==> config.mk <==
export PLATFORM = sky130hd
export DESIGN_NAME = acc_exec_core
export DESIGN_NICKNAME = d
export VERILOG_FILES = /design/src/rtl/acc_exec_pkg.sv /design/src/rtl/acc_exec_decode.sv /design/src/rtl/acc_exec_alu.sv /design/src/rtl/acc_exec_rst_sync.sv /design/src/rtl/acc_exec_core.sv
export SDC_FILE = /design/constraint.sdc
export NUM_CORES = 1
export LEC_CHECK = 0
export BUFFER_PORTS_ARGS = -buffer_cell sky130_fd_sc_hd__buf_2
export CORE_ASPECT_RATIO = 0.9
export CORE_UTILIZATION = 24
export CTS_BUF_LIST = sky130_fd_sc_hd__clkbuf_16
export DETAILED_ROUTE_END_ITERATION = 8
export GPL_TIMING_DRIVEN = 0
export HOLD_SLACK_MARGIN = 0.12
export REMOVE_ABC_BUFFERS = 1
export SETUP_SLACK_MARGIN = 0.02
export SLEW_MARGIN = 5
export SYNTH_ARGS = -nofsm -noshare
export SYNTH_HDL_FRONTEND = slang
export SYNTH_SLANG_ARGS = --single-unit
==> constraint.sdc <==
create_clock -name clk -period 1.65 [get_ports clk]
set_input_delay 0.165 -clock clk [delete_from_list [all_inputs] [get_ports clk]]
set_output_delay 0.165 -clock clk [all_outputs]
set_load 0.1 [all_outputs]
==> src/rtl/acc_exec_pkg.sv <==
package acc_exec_pkg;

  typedef enum logic [2:0] {
    ST_FETCH,    // drive PC, advance PC
    ST_DECODE,   // opcode on read data
    ST_OPND,     // first operand byte on read data
    ST_OPND_LO,  // second immediate byte on read data
    ST_RD,       // first memory operand byte on read data
    ST_RD_LO,    // second memory operand byte on read data
    ST_WR_LO,    // second store byte
    ST_HALT
  } state_e;

  typedef enum logic [1:0] {K_NOP, K_LOAD, K_ADD, K_STORE} kind_e;
  typedef enum logic [1:0] {T_A, T_B, T_D} tgt_e;

  typedef struct packed {
    logic  legal;
    kind_e kind;
    tgt_e  tgt;
    logic  direct;
  } dec_t;

endpackage

==> src/rtl/acc_exec_decode.sv <==
module acc_exec_decode
  import acc_exec_pkg::*;
(
  input  logic [7:0] opcode,
  output dec_t       dec
);
  always_comb begin
    dec = '{legal: 1'b1, kind: K_NOP, tgt: T_A, direct: 1'b0};
    case (opcode)
      8'h01: dec.kind = K_NOP;
      8'h86: begin dec.kind = K_LOAD;  dec.tgt = T_A; end
      8'h96: begin dec.kind = K_LOAD;  dec.tgt = T_A; dec.direct = 1'b1; end
      8'hC6: begin dec.kind = K_LOAD;  dec.tgt = T_B; end
      8'hD6: begin dec.kind = K_LOAD;  dec.tgt = T_B; dec.direct = 1'b1; end
      8'hCC: begin dec.kind = K_LOAD;  dec.tgt = T_D; end
      8'hDC: begin dec.kind = K_LOAD;  dec.tgt = T_D; dec.direct = 1'b1; end
      8'h8B: begin dec.kind = K_ADD;   dec.tgt = T_A; end
      8'h9B: begin dec.kind = K_ADD;   dec.tgt = T_A; dec.direct = 1'b1; end
      8'hCB: begin dec.kind = K_ADD;   dec.tgt = T_B; end
      8'hDB: begin dec.kind = K_ADD;   dec.tgt = T_B; dec.direct = 1'b1; end
      8'hC3: begin dec.kind = K_ADD;   dec.tgt = T_D; end
      8'hD3: begin dec.kind = K_ADD;   dec.tgt = T_D; dec.direct = 1'b1; end
      8'h97: begin dec.kind = K_STORE; dec.tgt = T_A; dec.direct = 1'b1; end
      8'hD7: begin dec.kind = K_STORE; dec.tgt = T_B; dec.direct = 1'b1; end
      8'hDD: begin dec.kind = K_STORE; dec.tgt = T_D; dec.direct = 1'b1; end
      default: dec.legal = 1'b0;
    endcase
  end
endmodule

==> src/rtl/acc_exec_alu.sv <==
module acc_exec_alu
  import acc_exec_pkg::*;
#(
  parameter int DW = 8
) (
  input  kind_e           kind,
  input  logic            wide,
  input  logic [2*DW-1:0] acc,
  input  logic [2*DW-1:0] opnd,
  output logic [2*DW-1:0] res,
  output logic            neg,
  output logic            zero
);
  logic [2*DW-1:0] sum_w;
  logic [DW-1:0]   sum_n;

  assign sum_w = acc + opnd;
  assign sum_n = acc[DW-1:0] + opnd[DW-1:0];

  always_comb begin
    if (wide) res = (kind == K_ADD) ? sum_w : opnd;
    else      res = {{DW{1'b0}}, (kind == K_ADD) ? sum_n : opnd[DW-1:0]};
    neg  = wide ? res[2*DW-1] : res[DW-1];
    zero = wide ? (res == '0) : (res[DW-1:0] == '0);
  end
endmodule

==> src/rtl/acc_exec_rst_sync.sv <==
module acc_exec_rst_sync #(
  parameter int STAGES = 2
) (
  input  logic clk,
  input  logic rst_n,
  output logic rst_sync_n
);
  logic [STAGES-1:0] sync_q;

  always_ff @(posedge clk or negedge rst_n) begin
    if (!rst_n) sync_q <= '0;
    else        sync_q <= {sync_q[STAGES-2:0], 1'b1};
  end

  assign rst_sync_n = sync_q[STAGES-1];
endmodule

==> src/rtl/acc_exec_core.sv <==
module acc_exec_core
  import acc_exec_pkg::*;
#(
  parameter logic [15:0] RESET_PC    = 16'h0100,
  parameter int          SYNC_STAGES = 2
) (
  input  logic        clk,
  input  logic        rst_n,
  output logic [15:0] mem_addr,
  output logic [7:0]  mem_wdata,
  output logic        mem_we,
  input  logic [7:0]  mem_rdata,
  output logic [7:0]  acc_a,
  output logic [7:0]  acc_b,
  output logic [15:0] prog_ctr,
  output logic        flag_n,
  output logic        flag_z,
  output logic        illegal,
  output logic        instr_done
);
  localparam int DW = 8;
  localparam int AW = 2 * DW;

  logic   rst_i_n;
  state_e state_q, state_d;
  dec_t   op_q, dec_now;
  logic [DW-1:0] a_q, b_q, ea_q, hi_q;
  logic [AW-1:0] pc_q;
  logic          n_q, z_q, ill_q;

  // control strobes
  logic pc_inc, op_en, ea_en, hi_en, alu_en, wr_regs, ill_set;
  logic [AW-1:0] opnd, acc_val, alu_res, ea_next;
  logic          wide, alu_n, alu_z;

  acc_exec_rst_sync #(.STAGES(SYNC_STAGES)) u_rst (
    .clk(clk), .rst_n(rst_n), .rst_sync_n(rst_i_n)
  );

  acc_exec_decode u_dec (.opcode(mem_rdata), .dec(dec_now));

  assign wide    = (op_q.tgt == T_D);
  assign acc_val = (op_q.tgt == T_D) ? {a_q, b_q} :
                   (op_q.tgt == T_B) ? {{DW{1'b0}}, b_q} : {{DW{1'b0}}, a_q};
  assign ea_next = {{DW{1'b0}}, ea_q} + AW'(1);

  acc_exec_alu #(.DW(DW)) u_alu (
    .kind(op_q.kind), .wide(wide), .acc(acc_val), .opnd(opnd),
    .res(alu_res), .neg(alu_n), .zero(alu_z)
  );

  // next-state and output decode
  always_comb begin
    state_d    = state_q;
    pc_inc     = 1'b0;
    op_en      = 1'b0;
    ea_en      = 1'b0;
    hi_en      = 1'b0;
    alu_en     = 1'b0;
    wr_regs    = 1'b0;
    ill_set    = 1'b0;
    instr_done = 1'b0;
    mem_addr   = pc_q;
    mem_we     = 1'b0;
    mem_wdata  = a_q;
    opnd       = {{DW{1'b0}}, mem_rdata};
    case (state_q)
      ST_FETCH: begin
        pc_inc  = 1'b1;
        state_d = ST_DECODE;
      end
      ST_DECODE: begin
        op_en = 1'b1;
        if (!dec_now.legal) begin
          ill_set = 1'b1;
          state_d = ST_HALT;
        end else if (dec_now.kind == K_NOP) begin
          instr_done = 1'b1;
          state_d    = ST_FETCH;
        end else begin
          pc_inc  = 1'b1;
          state_d = ST_OPND;
        end
      end
      ST_OPND: begin
        if (op_q.direct) begin
          ea_en    = 1'b1;
          mem_addr = {{DW{1'b0}}, mem_rdata};
          if (op_q.kind == K_STORE) begin
            mem_we    = 1'b1;
            mem_wdata = (op_q.tgt == T_B) ? b_q : a_q;
            opnd      = acc_val;
            alu_en    = 1'b1;
            if (wide) state_d = ST_WR_LO;
            else begin
              instr_done = 1'b1;
              state_d    = ST_FETCH;
            end
          end else begin
            state_d = ST_RD;
          end
        end else if (wide) begin
          hi_en   = 1'b1;
          pc_inc  = 1'b1;
          state_d = ST_OPND_LO;
        end else begin
          alu_en     = 1'b1;
          wr_regs    = 1'b1;
          instr_done = 1'b1;
          state_d    = ST_FETCH;
        end
      end
      ST_OPND_LO, ST_RD_LO: begin
        opnd       = {hi_q, mem_rdata};
        alu_en     = 1'b1;
        wr_regs    = 1'b1;
        instr_done = 1'b1;
        state_d    = ST_FETCH;
      end
      ST_RD: begin
        if (wide) begin
          hi_en    = 1'b1;
          mem_addr = ea_next;
          state_d  = ST_RD_LO;
        end else begin
          alu_en     = 1'b1;
          wr_regs    = 1'b1;
          instr_done = 1'b1;
          state_d    = ST_FETCH;
        end
      end
      ST_WR_LO: begin
        mem_addr   = ea_next;
        mem_we     = 1'b1;
        mem_wdata  = b_q;
        instr_done = 1'b1;
        state_d    = ST_FETCH;
      end
      default: state_d = ST_HALT;
    endcase
  end

  // registers
  always_ff @(posedge clk or negedge rst_i_n) begin
    if (!rst_i_n) begin
      state_q <= ST_FETCH;
      op_q    <= '0;
      a_q     <= '0;
      b_q     <= '0;
      ea_q    <= '0;
      hi_q    <= '0;
      pc_q    <= RESET_PC;
      n_q     <= 1'b0;
      z_q     <= 1'b0;
      ill_q   <= 1'b0;
    end else begin
      state_q <= state_d;
      if (pc_inc)  pc_q <= pc_q + AW'(1);
      if (op_en)   op_q <= dec_now;
      if (ea_en)   ea_q <= mem_rdata;
      if (hi_en)   hi_q <= mem_rdata;
      if (alu_en) begin
        n_q <= alu_n;
        z_q <= alu_z;
      end
      if (wr_regs && op_q.tgt != T_B)
        a_q <= (op_q.tgt == T_D) ? alu_res[AW-1:DW] : alu_res[DW-1:0];
      if (wr_regs && op_q.tgt != T_A)
        b_q <= alu_res[DW-1:0];
      if (ill_set) ill_q <= 1'b1;
    end
  end

  assign acc_a    = a_q;
  assign acc_b    = b_q;
  assign prog_ctr = pc_q;
  assign flag_n   = n_q;
  assign flag_z   = z_q;
  assign illegal  = ill_q;
endmodule

After elaboration in Yosys (flattened, before gate mapping)
Index checks and enable logic that the tools add are counted.
{ "word_totals": {"regBits": 61, "in_bits": 10, "output_inout_bits": 61, "elab_cells": 114} }
{ "op_classes": {"add_sub_neg": 4, "eq_ne": 27, "muxes": 54, "n_reduce_logical": 16} }
{ "ops": {"columns": ["operator", "n"], "rows": [
  ["== test 8 bit, second input constant", 15],
  ["two-way mux 16 bit", 7],
  ["two-way mux 8 bit", 6],
  ["one-hot mux 16 bit (3 select lines)", 1],
  ["one-hot mux 16 bit (2 select lines)", 1],
  ["two-way mux 1 bit", 22],
  ["adder 16 x 1 -> 16 bit, second input constant", 1],
  ["adder 16 bit", 1],
  ["zero test 16 bit", 1],
  ["one-hot mux 8 bit (2 select lines)", 1],
  ["OR reduction 16 bit", 1],
  ["two-way mux 3 bit", 5],
  ["one-hot mux 3 bit (5 select lines)", 1],
  ["OR reduction 6 bit", 2],
  ["OR reduction 5 bit", 2],
  ["adder 8 x 1 -> 9 bit, second input constant", 1],
  ["== test 3 bit, second input constant", 3],
  ["one-hot mux 1 bit (3 select lines)", 3],
  ["OR reduction 9 bit", 1],
  ["adder 8 bit", 1],
  ["== test 8 x 1 -> 1 bit, second input constant", 1],
  ["zero test 8 bit", 1],
  ["== test 2 bit, second input constant", 3],
  ["== test 3 x 2 -> 1 bit, second input constant", 2],
  ["other kinds (14)", 18]
]} }

Longest topological paths before layout
Gate-level depths: netlist of run 1.
{ "depth": {"word_depth": 11, "mapped_depth": 16, "depth_no_buf": 14} }

Modules after synthesis
A second synthesis of run 1 with hierarchy kept.
{ "hier_totals": {"hier_cells": 524, "hier_area_um2": 4825.9} }
{ "modules_own_cells": {"columns": ["mod", "n_inst", "cells_each", "area_per_inst_um2", "seq_area_each_um2"], "rows": [
  ["acc_exec_core", 1, 333, 3482.1, 1477.7],
  ["acc_exec_alu", 1, 163, 1124.8, 0.0],
  ["acc_exec_decode", 1, 25, 165.2, 0.0],
  ["acc_exec_rst_sync", 1, 3, 53.8, 50.0]
]} }

Worst setup path before layout of run 1
No wires, ideal clock.
{ "synth_path": {"path_type": "register to register", "from": "register a_q[0] (netlist: acc_a[0])", "to": "register z_q (netlist: flag_z)", "setup_ps": 76, "arrival_ps": 3384, "required_time_ps": 1574, "path_slack_ps": -1810, "path_stages_with_launch": 14, "period_less_slack_ps": 3460, "path_cell_list": "dfrtp_1 -> mux2i_1 -> nor2_1 -> a21o_1 -> ha_1 -> fa_1 -> a211oi_1 -> nor3b_1 -> a31oi_1 -> a41o_2 -> o211a_1 -> o211ai_1 -> o41a_1 -> o21ai_1"} }
{ "synth_via": {"elab_chain_len": 10, "word_cells_on_any_way": 13} }
{ "synth_lines": {"columns": ["item", "line_no", "source"], "rows": [
  ["from (decl)", "acc_exec_core.sv:27", "logic [DW-1:0] a_q, b_q, ea_q, hi_q;"],
  ["from (signal assigned)", "acc_exec_core.sv:167", "a_q <= (op_q.tgt == T_D) ? alu_res[AW-1:DW] : alu_res[DW-1:0];"],
  ["two-way mux 8 bit", "acc_exec_core.sv:44", "(op_q.tgt == T_B) ? {{DW{1'b0}}, b_q} : {{DW{1'b0}}, a_q};"],
  ["two-way mux 16 bit (*)", "acc_exec_core.sv:43", "assign acc_val = (op_q.tgt == T_D) ? {a_q, b_q} :"],
  ["two-way mux 16 bit", "acc_exec_core.sv:89", "if (op_q.kind == K_STORE) begin"],
  ["two-way mux 16 bit", "acc_exec_core.sv:86", "if (op_q.direct) begin"],
  ["one-hot mux 16 bit (2 select lines)", "acc_exec_core.sv:67", "case (state_q)"],
  ["adder 16 bit or adder 8 bit (tied branches)", "acc_exec_alu.sv:17, acc_exec_alu.sv:18", null],
  ["two-way mux 16 bit or two-way mux 8 bit (tied branches)", "acc_exec_alu.sv:21, acc_exec_alu.sv:22", null],
  ["two-way mux 16 bit (*)", "acc_exec_alu.sv:21", "if (wide) res = (kind == K_ADD) ? sum_w : opnd;"],
  ["zero test 16 bit or zero test 8 bit (tied branches)", "acc_exec_alu.sv:24", "zero = wide ? (res == '0) : (res[DW-1:0] == '0);"],
  ["two-way mux 1 bit (*)", "acc_exec_alu.sv:24", null],
  ["to (signal assigned)", "acc_exec_core.sv:164", "z_q <= alu_z;"],
  ["to (decl)", "acc_exec_core.sv:29", "logic n_q, z_q, ill_q;"]
]} }
Mark *: on every way between the ends. The rest lies on a longest branch, timed or not.
A chain may end at the register's enable or synchronous reset.

Worst setup path in the final report of run 1
{ "layout_path": {"from": "register op_q[2] in the netlist's numbering", "to": "register z_q (netlist: flag_z)"} }
{ "layout_via": {"elab_chain_len": 11, "word_cells_on_any_way": 18} }
{ "layout_lines": {"columns": ["item", "line_no", "source"], "rows": [
  ["from (decl)", "acc_exec_core.sv:26", "dec_t op_q, dec_now;"],
  ["from (signal assigned)", "acc_exec_core.sv:159", "if (op_en) op_q <= dec_now;"],
  ["== test 2 x 1 -> 1 bit", "acc_exec_core.sv:44", null],
  ["two-way mux 8 bit", "acc_exec_core.sv:44", null],
  ["two-way mux 16 bit", "acc_exec_core.sv:43", null],
  ["two-way mux 16 bit", "acc_exec_core.sv:89", null],
  ["two-way mux 16 bit", "acc_exec_core.sv:86", null],
  ["one-hot mux 16 bit (2 select lines)", "acc_exec_core.sv:67", null],
  ["adder 16 bit or adder 8 bit (tied branches)", "acc_exec_alu.sv:17, acc_exec_alu.sv:18", null],
  ["two-way mux 16 bit or two-way mux 8 bit (tied branches)", "acc_exec_alu.sv:21, acc_exec_alu.sv:22", null],
  ["two-way mux 16 bit", "acc_exec_alu.sv:21", null],
  ["zero test 16 bit or zero test 8 bit (tied branches)", "acc_exec_alu.sv:24", null],
  ["two-way mux 1 bit", "acc_exec_alu.sv:24", null]
]} }
Parallel ways exist; a longest one is shown, timed or not.

==> run_results.csv, run 1 <==
group,metric,value,unit
layout,final_cell_area,0.00724,mm²
floorplan,io_pins,71,
logic_synthesis,yosysSeqAreaShare,32.3,%
outcome,status,"finished with violations",
logic_synthesis,synth-seq-cells,61,
logic_synthesis,synth_edf_count,0,
setup_path,worstSetupStartpointType,"flop",
layout,area_growth_syn_to_layout,53.1,%
global_route,grt_pass1_vias,4476,
route,drtPass1Iterations,5,
logic_synthesis,yosys.area.top_type,"dfrtp_1",
setup_path,crit_path_max_fanout,6,
cts,clock_path_buffers,2,
cts,clk_latency,330,ps
route,drtAntennaViolNets,0,
logic_synthesis,yosys_warnings,0,
timing,setup_viol_count_final,60,
timing,grt_setup_unrepaired,"yes",
timing,slew_headroom,21.4,%
placed_design,place_area,0.00523,mm²
global_route,gr-total-overflow,0,
layout,fin_util,37.7,%
placed_design,port_buffers,70,
route,route.detailed.drc,0,
setup_path,worstPathArrival,3900,ps
placed_design,pre_cts_ws,-2790,ps
floorplan,coreArea,0.0192,mm²
layout,finalNetCount,701,
floorplan,die_y,135,µm
floorplan,start_util,24.6,%
logic_synthesis,synthDistinctLibCells,75,
global_route,antenna_found_initial,0,
timing,layout_min_cycle_time,3650,ps
logic_synthesis,async_flop_share,100,%
timing,fin_ws,-2000,ps
setup_path,critPathKind,"reg2reg",
cts,cts.htree.levels,3,
global_route,grt_max_degree,60,
logic_synthesis,netlist_instances,553,
logic_synthesis,synth_top_cells_by_count,"nand2_1, dfrtp_1, nor2_1, a21oi_1, o21ai_0",
logic_synthesis,synth_top_area_share,31.7,%
setup_path,end_kind,"flop",
cts,cts_num_sinks,61,
logic_synthesis,synth_ff_type,"dfrtp_1",
timing,finClkSkew,8.41,ps
cts,path_clk_slew,60,ps
route,drt_iter0_drc,403,
route,wl,16700,µm
logic_synthesis,synth_most_common_cell,"nand2_1",
route,vias,4765,
setup_path,cp.required,1910,ps
global_route,globalRouteTotalUtil,15.9,%
outcome,violations,"negative setup slack",
cts,cts_tree,"yes",
floorplan,dieArea,0.0203,mm²
cts,clockRootBuffer,"clkbuf_16",
job,cap_violations,0,
timing,drv_slew,0,
timing,max_freq,0.274,GHz
layout,fill_cells,1875,
placed_design,place.gp.congestion,0.828,
timing,tns,-50010,ps
floorplan,rows,48,
timing,final_hold_viol_count,0,
cts,cts_made_buffers,9,
logic_synthesis,synth_area_leaders,"dfrtp_1, nand2_1, mux2_2, ha_1, nor2_1",
layout,diodes,0,
route,post_drt_wl_per_cell,18.0,µm
timing,tightest_slew,1170,ps
timing,finalCritPeriodShare,221,%
route,vias_per_cell,5.13,
hold_path,hp-class,"in2reg",
floorplan,die_w,150,µm
layout,drive_gt1_share,46.0,%
logic_synthesis,synth.avg_cell_area,8.55,µm²
placed_design,hpwl,10300,µm
logic_synthesis,synth.cell_area,0.00473,mm²
global_route,grt_pass1_wl,24900,µm
## cell usage in the layout, fill, tap and decap left out, types with 9 or more instances in the layout
| cell | netlist | routed |
|---|---|---|
| xor2_1 | 17 | 15 |
| inv_1 | 17 | 17 |
| clkbuf_16 | 0 | 10 |
| xnor2_1 | 16 | 11 |
| nand2_1 | 80 | 70 |
| mux2_2 | 26 | 15 |
| nor2_1 | 52 | 33 |
| buf_12 | 0 | 11 |
| and2_1 | 15 | 13 |
| nor2_4 | 0 | 9 |
| mux2_4 | 0 | 11 |
| ha_1 | 17 | 9 |
| buf_6 | 1 | 32 |
| nand3_1 | 16 | 13 |
| buf_4 | 0 | 44 |
| a21oi_1 | 32 | 22 |
| dfrtp_2 | 0 | 10 |
| buf_2 | 5 | 44 |
| dfrtp_1 | 60 | 49 |
| o21ai_0 | 30 | 22 |
| nor2_2 | 0 | 10 |
## critical path: stages, from the launching register on
cell,delay [ps]
dfrtp_2,440
xnor2_4,300
buf_6,160
mux2_4,310
or2_4,240
a21boi_4,150
ha_4,280
o211ai_1,220
nand2_1,170
a31oi_4,300
xor2_2,200
o211a_1,190
o211ai_1,90
o41a_1,390
o21ai_1,130
## worst paths after layout
| check | start | end | slack [ps] | cells after the start |
|---|---|---|---|---|
| worst max-delay path | op_q[2] | flag_z | -2000 | 14 |
| worst min-delay path | mem_rdata[4] | op_q[0] | 130 | 3 |
| worst max register to register | op_q[2] | flag_z | -2000 | 14 |
| worst min register to register | u_rst.sync_q[0] | u_rst.sync_q[1] | 350 | 0 |
| max in group asynchronous | u_rst.sync_q[1] | op_q[3] | 620 | 0 |
| min in group asynchronous | rst_n | u_rst.sync_q[1] | 140 | 2 |
## routing by layer
layer	GRT usage [%]	wire length (µm)
met5	0	0
met4	3.82	202
met3	3.13	1000
met2	24.8	8020
met1	22.5	7490
## registers in the layout, summed over array words and instances, names as in the netlist
name,flops
acc_b,8
acc_a,8
prog_ctr,16
illegal,1
u_rst.sync_q,2
flag_n,1
op_q,5
state_q,3
ea_q,8
hi_q,8
flag_z,1
## kinds of logic (layout without fill, tap and decap cells)
family | count (synthesis) | after routing | synth area share (%)
adder cells (fa/ha/maj) | 18 | 18 | 4.92
buffers and inverters | 47 | 170 | 5.11
XOR/XNOR | 34 | 34 | 6.45
AO/OA/AOI/OAI | 148 | 148 | 22.3
other | 1 | 1 | 0.0793
AND/OR/NAND/NOR | 210 | 212 | 21.0
flip-flops | 61 | 61 | 32.3
multiplexers | 34 | 34 | 7.88
## metrics by stage
step	hold slack, ps	cells
6_report	135	928
5_1_grt	143	928
4_1_cts	127	910
3_5_place_dp	-44.3	845
3_3_place_gp	-44.6	845
2_1_floorplan	-131	525
## repair_timing
item,in CTS,in global routing
cloned,2,1
endpoints found under the hold margin,2,0
setup endpoints to repair,78,74
gates resized for setup,168,123
setup buffers,46,19
hold buffers,1,0
pin swaps,40,13
## cell type report
type | count | area (µm²) | area share, %
sequential | 61 | 1540 | 21.3
multi-input combinational | 447 | 3810 | 52.6
inverter | 19 | 71.3 | 0.985
clock buffer | 9 | 225 | 3.11
clock inverter | 7 | 81.3 | 1.12
timing repair buffer | 135 | 1200 | 16.5
tap | 250 | 313 | 4.32
Power of run 1 is left out: the tool's default activity adds up to more than one toggle a clock period on the data nets, which glitch-free logic cannot reach.
==> inputs of run 2 (changes only) <==
--- a/config.mk
+++ b/config.mk
@@ -14,6 +14,7 @@
 export HOLD_SLACK_MARGIN = 0.12
 export REMOVE_ABC_BUFFERS = 1
 export SETUP_SLACK_MARGIN = 0.02
+export SKIP_LAST_GASP = 1
 export SLEW_MARGIN = 5
 export SYNTH_ARGS = -nofsm -noshare
 export SYNTH_HDL_FRONTEND = slang
==> run_results.csv, run 2 (same netlist as run 1, synthesis figures left out) <==
group,metric,value,unit
outcome,status,"finished with violations",
setup_path,critPathKind,"reg2reg",
floorplan,dieArea,0.0203,mm²
route,wl,17000,µm
layout,area_growth_syn_to_layout,58.0,%
global_route,gr-total-overflow,0,
hold_path,whs_endpoint,"op_q[0]",
route,vias_per_cell,5.19,
placed_design,pre_cts_ws,-2790,ps
layout,diodes,0,
hold_path,hp-class,"in2reg",
placed_design,place.gp.congestion,0.828,
timing,slew_headroom,19.8,%
layout,finalNetCount,718,
floorplan,rows,48,
timing,layout_min_cycle_time,3630,ps
global_route,globalRouteTotalUtil,15.8,%
cts,clk_latency,330,ps
cts,cts_tree,"yes",
setup_path,r2r-end,"flag_z",
hold_path,whs_path_depth,3,
floorplan,die_y,135,µm
layout,layoutNonFillerInstCount,945,
placed_design,hpwl,10300,µm
timing,grt_setup_unrepaired,"yes",
route,drtAntennaViolNets,0,
global_route,antenna_found_initial,0,
cts,cts_num_sinks,61,
timing,drv_slew,0,
floorplan,start_util,24.6,%
floorplan,die_w,150,µm
floorplan,coreArea,0.0192,mm²
setup_path,end_kind,"flop",
layout,mostFrequentLayoutCells,"nand2_1, buf_4, dfrtp_1",
timing,max_freq,0.276,GHz
setup_path,worstPathArrival,3880,ps
placed_design,port_buffers,70,
global_route,grt_pass1_wl,24700,µm
job,cap_violations,0,
cts,clockRootBuffer,"clkbuf_16",
timing,finalCritPeriodShare,220,%
timing,setup_viol_count_final,64,
setup_path,crit_path_max_fanout,4,
route,drt_iter0_drc,461,
hold_path,hp-start,"mem_rdata[4]",
setup_path,ff2ff_setup_slack,-1980,ps
setup_path,worstSetupStartpointType,"flop",
layout,final_common_cell,"nand2_1",
timing,tightest_slew,1200,ps
route,route.detailed.drc,0,
placed_design,dpl.cell_count,845,
layout,fill_cells,1860,
setup_path,cp.required,1900,ps
global_route,grt_max_degree,60,
cts,clock_path_buffers,2,
outcome,violations,"negative setup slack",
timing,fin_ws,-1980,ps
cts,cts.htree.levels,3,
global_route,grt_pass1_vias,4452,
route,post_drt_wl_per_cell,18.0,µm
cts,path_clk_slew,50,ps
route,vias,4904,
timing,final_hold_viol_count,0,
setup_path,r2r-start,"op_q[1]",
layout,largest_reg_flops,16,
floorplan,io_pins,71,
timing,finClkSkew,8.41,ps
timing,tns,-59140,ps
layout,drive_gt1_share,48.6,%
setup_path,r2r_cells,16,
cts,cts_made_buffers,9,
route,drtPass1Iterations,6,
## run 2: changes by cell type in the layout (fill, tap and decap cells not counted), sizes merged
cell,change
buf,+18
clkbuf,-1
## run 2: worst max-delay path by stage
stage / from / endpoint / slack, ps / cells past startpoint
detailed placement: state_q[2] / acc_a[7] / -2790 / 13
CTS: op_q[2] / flag_z / -1840 / 15
finish: op_q[1] / flag_z / -1980 / 16
global route: op_q[1] / flag_z / -2100 / 16
global placement: state_q[2] / flag_z / -2770 / 13
floorplan: state_q[2] / flag_z / -1970 / 13
## run 2: worst max-delay path, stage by stage (launching register included)
cell and delay, ps:
dfrtp_2 460, xnor2_4 220, buf_6 140, mux2_4 320
or2_4 250, a21boi_4 150, ha_4 220, o211ai_1 230
buf_4 150, a21oi_2 50, a21boi_2 200, buf_4 150
a32oi_2 100, xor2_1 170, o22a_1 220, o41a_1 380
o21ai_1 140
## run 2: area by class of cell
class,instances,area [µm²],area share (%)
Multi-Input combinational cell,447,3850,51.6
Sequential cell,61,1540,20.6
Timing Repair Buffer,152,1390,18.6
Tap cell,250,313,4.18
Clock buffer,9,225,3.01
Clock inverter,7,81.3,1.09
Inverter,19,71.3,0.954
## run 2: timing repair
action / 4_1_cts / 5_1_grt
cloned: 2 / 0
hold buffers: 1 / 0
endpoints found under the hold margin: 2 / 0
setup buffers: 46 / 37
gates resized for setup: 149 / 166
pin swaps: 40 / 53
setup endpoints to repair: 78 / 74
## run 2: stage by stage
stage,instance area [µm²],hold WS (ps),utilization (%)
2_1_floorplan,4560,-131,-
3_3_place_gp,5220,-44.6,27.2
3_5_place_dp,5230,-44.3,27.2
4_1_cts,6540,127,34.0
5_1_grt,7470,144,38.9
6_report,7470,134,38.9
## run 2: per-layer routing
metal,vias up,part of all wire [%],GRT usage (%)
met5,-,0,0
met2,204,48,24.6
met1,2410,44,22.3
li1,2262,-,-
met3,28,6.7,3.30
met4,0,1.5,3.76
Power of run 2 is left out for the same reason.
==> inputs of run 3 (changes only) <==
--- a/config.mk
+++ b/config.mk
@@ -6,12 +6,15 @@
 export NUM_CORES = 1
 export LEC_CHECK = 0
 export BUFFER_PORTS_ARGS = -buffer_cell sky130_fd_sc_hd__buf_2
+export CELL_PAD_IN_SITES_DETAIL_PLACEMENT = 0
+export CELL_PAD_IN_SITES_GLOBAL_PLACEMENT = 2
 export CORE_ASPECT_RATIO = 0.9
 export CORE_UTILIZATION = 24
 export CTS_BUF_LIST = sky130_fd_sc_hd__clkbuf_16
 export DETAILED_ROUTE_END_ITERATION = 8
 export GPL_TIMING_DRIVEN = 0
 export HOLD_SLACK_MARGIN = 0.12
+export PLACE_DENSITY_LB_ADDON = 0.1
 export REMOVE_ABC_BUFFERS = 1
 export SETUP_SLACK_MARGIN = 0.02
 export SKIP_LAST_GASP = 1
==> run_results.csv, run 3 (same netlist as run 1, synthesis figures left out) <==
group,metric,value,unit
outcome,status,"finished with violations",
outcome,violations,"negative setup slack",
timing,tightest_slew,1290,ps
cts,path_clk_slew,60,ps
route,vias,4479,
hold_path,hp-class,"in2async",
cts,cts_made_buffers,9,
route,wl,17400,µm
setup_path,r2r-start,"op_q[1]",
timing,finClkSkew,8.01,ps
layout,mostFrequentLayoutCells,"nand2_1, buf_4, dfrtp_1",
timing,layout_min_cycle_time,3630,ps
timing,drv_slew,0,
setup_path,critPathKind,"reg2reg",
route,drtAntennaViolNets,0,
placed_design,hpwl,12100,µm
placed_design,pre_cts_ws,-3180,ps
global_route,globalRouteTotalUtil,17.6,%
timing,finalCritPeriodShare,220,%
timing,fin_ws,-1980,ps
route,route.detailed.drc,0,
route,vias_per_cell,4.90,
layout,drive_gt1_share,40.0,%
setup_path,cp.required,1890,ps
cts,clock_path_buffers,2,
global_route,gr-total-overflow,0,
job,cap_violations,0,
layout,final_common_cell,"nand2_1",
cts,clockRootBuffer,"clkbuf_16",
setup_path,end_kind,"flop",
timing,final_hold_viol_count,0,
setup_path,crit_path_max_fanout,7,
layout,largest_reg_flops,16,
floorplan,start_util,24.6,%
layout,final_cell_area,0.00674,mm²
placed_design,port_buffers,70,
layout,diodes,0,
floorplan,dieArea,0.0203,mm²
global_route,antenna_found_initial,0,
placed_design,place.gp.congestion,0.764,
global_route,grt_pass1_vias,4361,
setup_path,worstSetupStartpointType,"flop",
placed_design,place_area,0.00524,mm²
layout,area_growth_syn_to_layout,42.4,%
floorplan,die_w,150,µm
cts,cts_num_sinks,61,
cts,cts.htree.levels,3,
floorplan,coreArea,0.0192,mm²
route,drt_iter0_drc,238,
cts,clk_latency,330,ps
global_route,grt_pass1_wl,26300,µm
floorplan,io_pins,71,
cts,cts_tree,"yes",
setup_path,r2r_cells,14,
route,post_drt_wl_per_cell,19.0,µm
timing,slew_headroom,14.0,%
timing,setup_viol_count_final,77,
global_route,grt_max_degree,60,
floorplan,rows,48,
layout,fill_cells,2026,
layout,finalNetCount,688,
timing,max_freq,0.276,GHz
setup_path,r2r-end,"flag_z",
route,drtPass1Iterations,5,
floorplan,die_y,135,µm
setup_path,worstPathArrival,3870,ps
timing,grt_setup_unrepaired,"yes",
setup_path,ff2ff_setup_slack,-1980,ps
-- run 3: cell count changes in the layout (fill, tap and decap cells not counted), sizes merged --
cell	change
and2b	-1
buf	-30
inv	+1
bufinv	+1
clkbuf	+2
clkinv	-2
nand3	-1
-- run 3: metrics by stage --
| stage | setup TNS [ps] | hold WS [ps] | std cells | util, % |
|---|---|---|---|---|
| 4_1_cts | -57740 | 132 | 902 | 33.5 |
| 5_1_grt | -66590 | 144 | 915 | 35.1 |
| 3_3_place_gp | -154950 | -50.3 | 845 | 27.2 |
| 3_5_place_dp | -86210 | -47.7 | 846 | 27.3 |
| 6_report | -56810 | 147 | 915 | 35.1 |
| 2_1_floorplan | -54390 | -131 | 525 | - |
-- run 3: per-layer routing --
metal,vias up,wire length (µm),global-route usage [%],part of all wire [%]
met4,0,120,3.54,0.69
met3,9,825,3.13,4.7
met5,-,0,0,0
met2,97,7460,25.2,43
li1,2204,-,-,-
met1,2169,9020,27.0,52
-- run 3: area by class of cell --
type                            count  area [µm²]  share of cell area [%]
Tap cell                          250         313                    4.64
Inverter                           19        71.3                    1.06
Sequential cell                    61        1540                    22.8
Clock inverter                      7         106                    1.58
Multi-Input combinational cell    445        3560                    52.8
Timing Repair Buffer              124         922                    13.7
Clock buffer                        9         225                    3.34
-- run 3: repair_timing --
item,CTS,global route
pin swaps,35,27
gates resized for setup,127,39
hold buffers,1,0
setup buffers,39,15
hold endpoints to repair,2,0
endpoints found under the setup margin,80,77
-- run 3: worst max-delay path, stage by stage, from the launching register on --
cell and delay, ps:
dfrtp_2 450, xnor2_4 190, buf_12 160, mux2_4 310
or2_1 250, a21boi_4 160, ha_4 180, a2111oi_4 320
o21ai_4 140, a21boi_4 230, xnor2_2 110, o32ai_2 360
o211ai_1 160, o41a_1 350, o21ai_1 160
-- run 3: how the worst max path moves through the flow --
stage,end,startpoint,cells past startpoint
after CTS,flag_z,op_q[2],15
after floorplan,flag_z,state_q[2],13
final,flag_z,op_q[1],14
after global routing,flag_z,op_q[1],16
after global placement,flag_z,state_q[0],13
after detailed placement,flag_z,state_q[0],13
Power of run 3 is left out for the same reason.
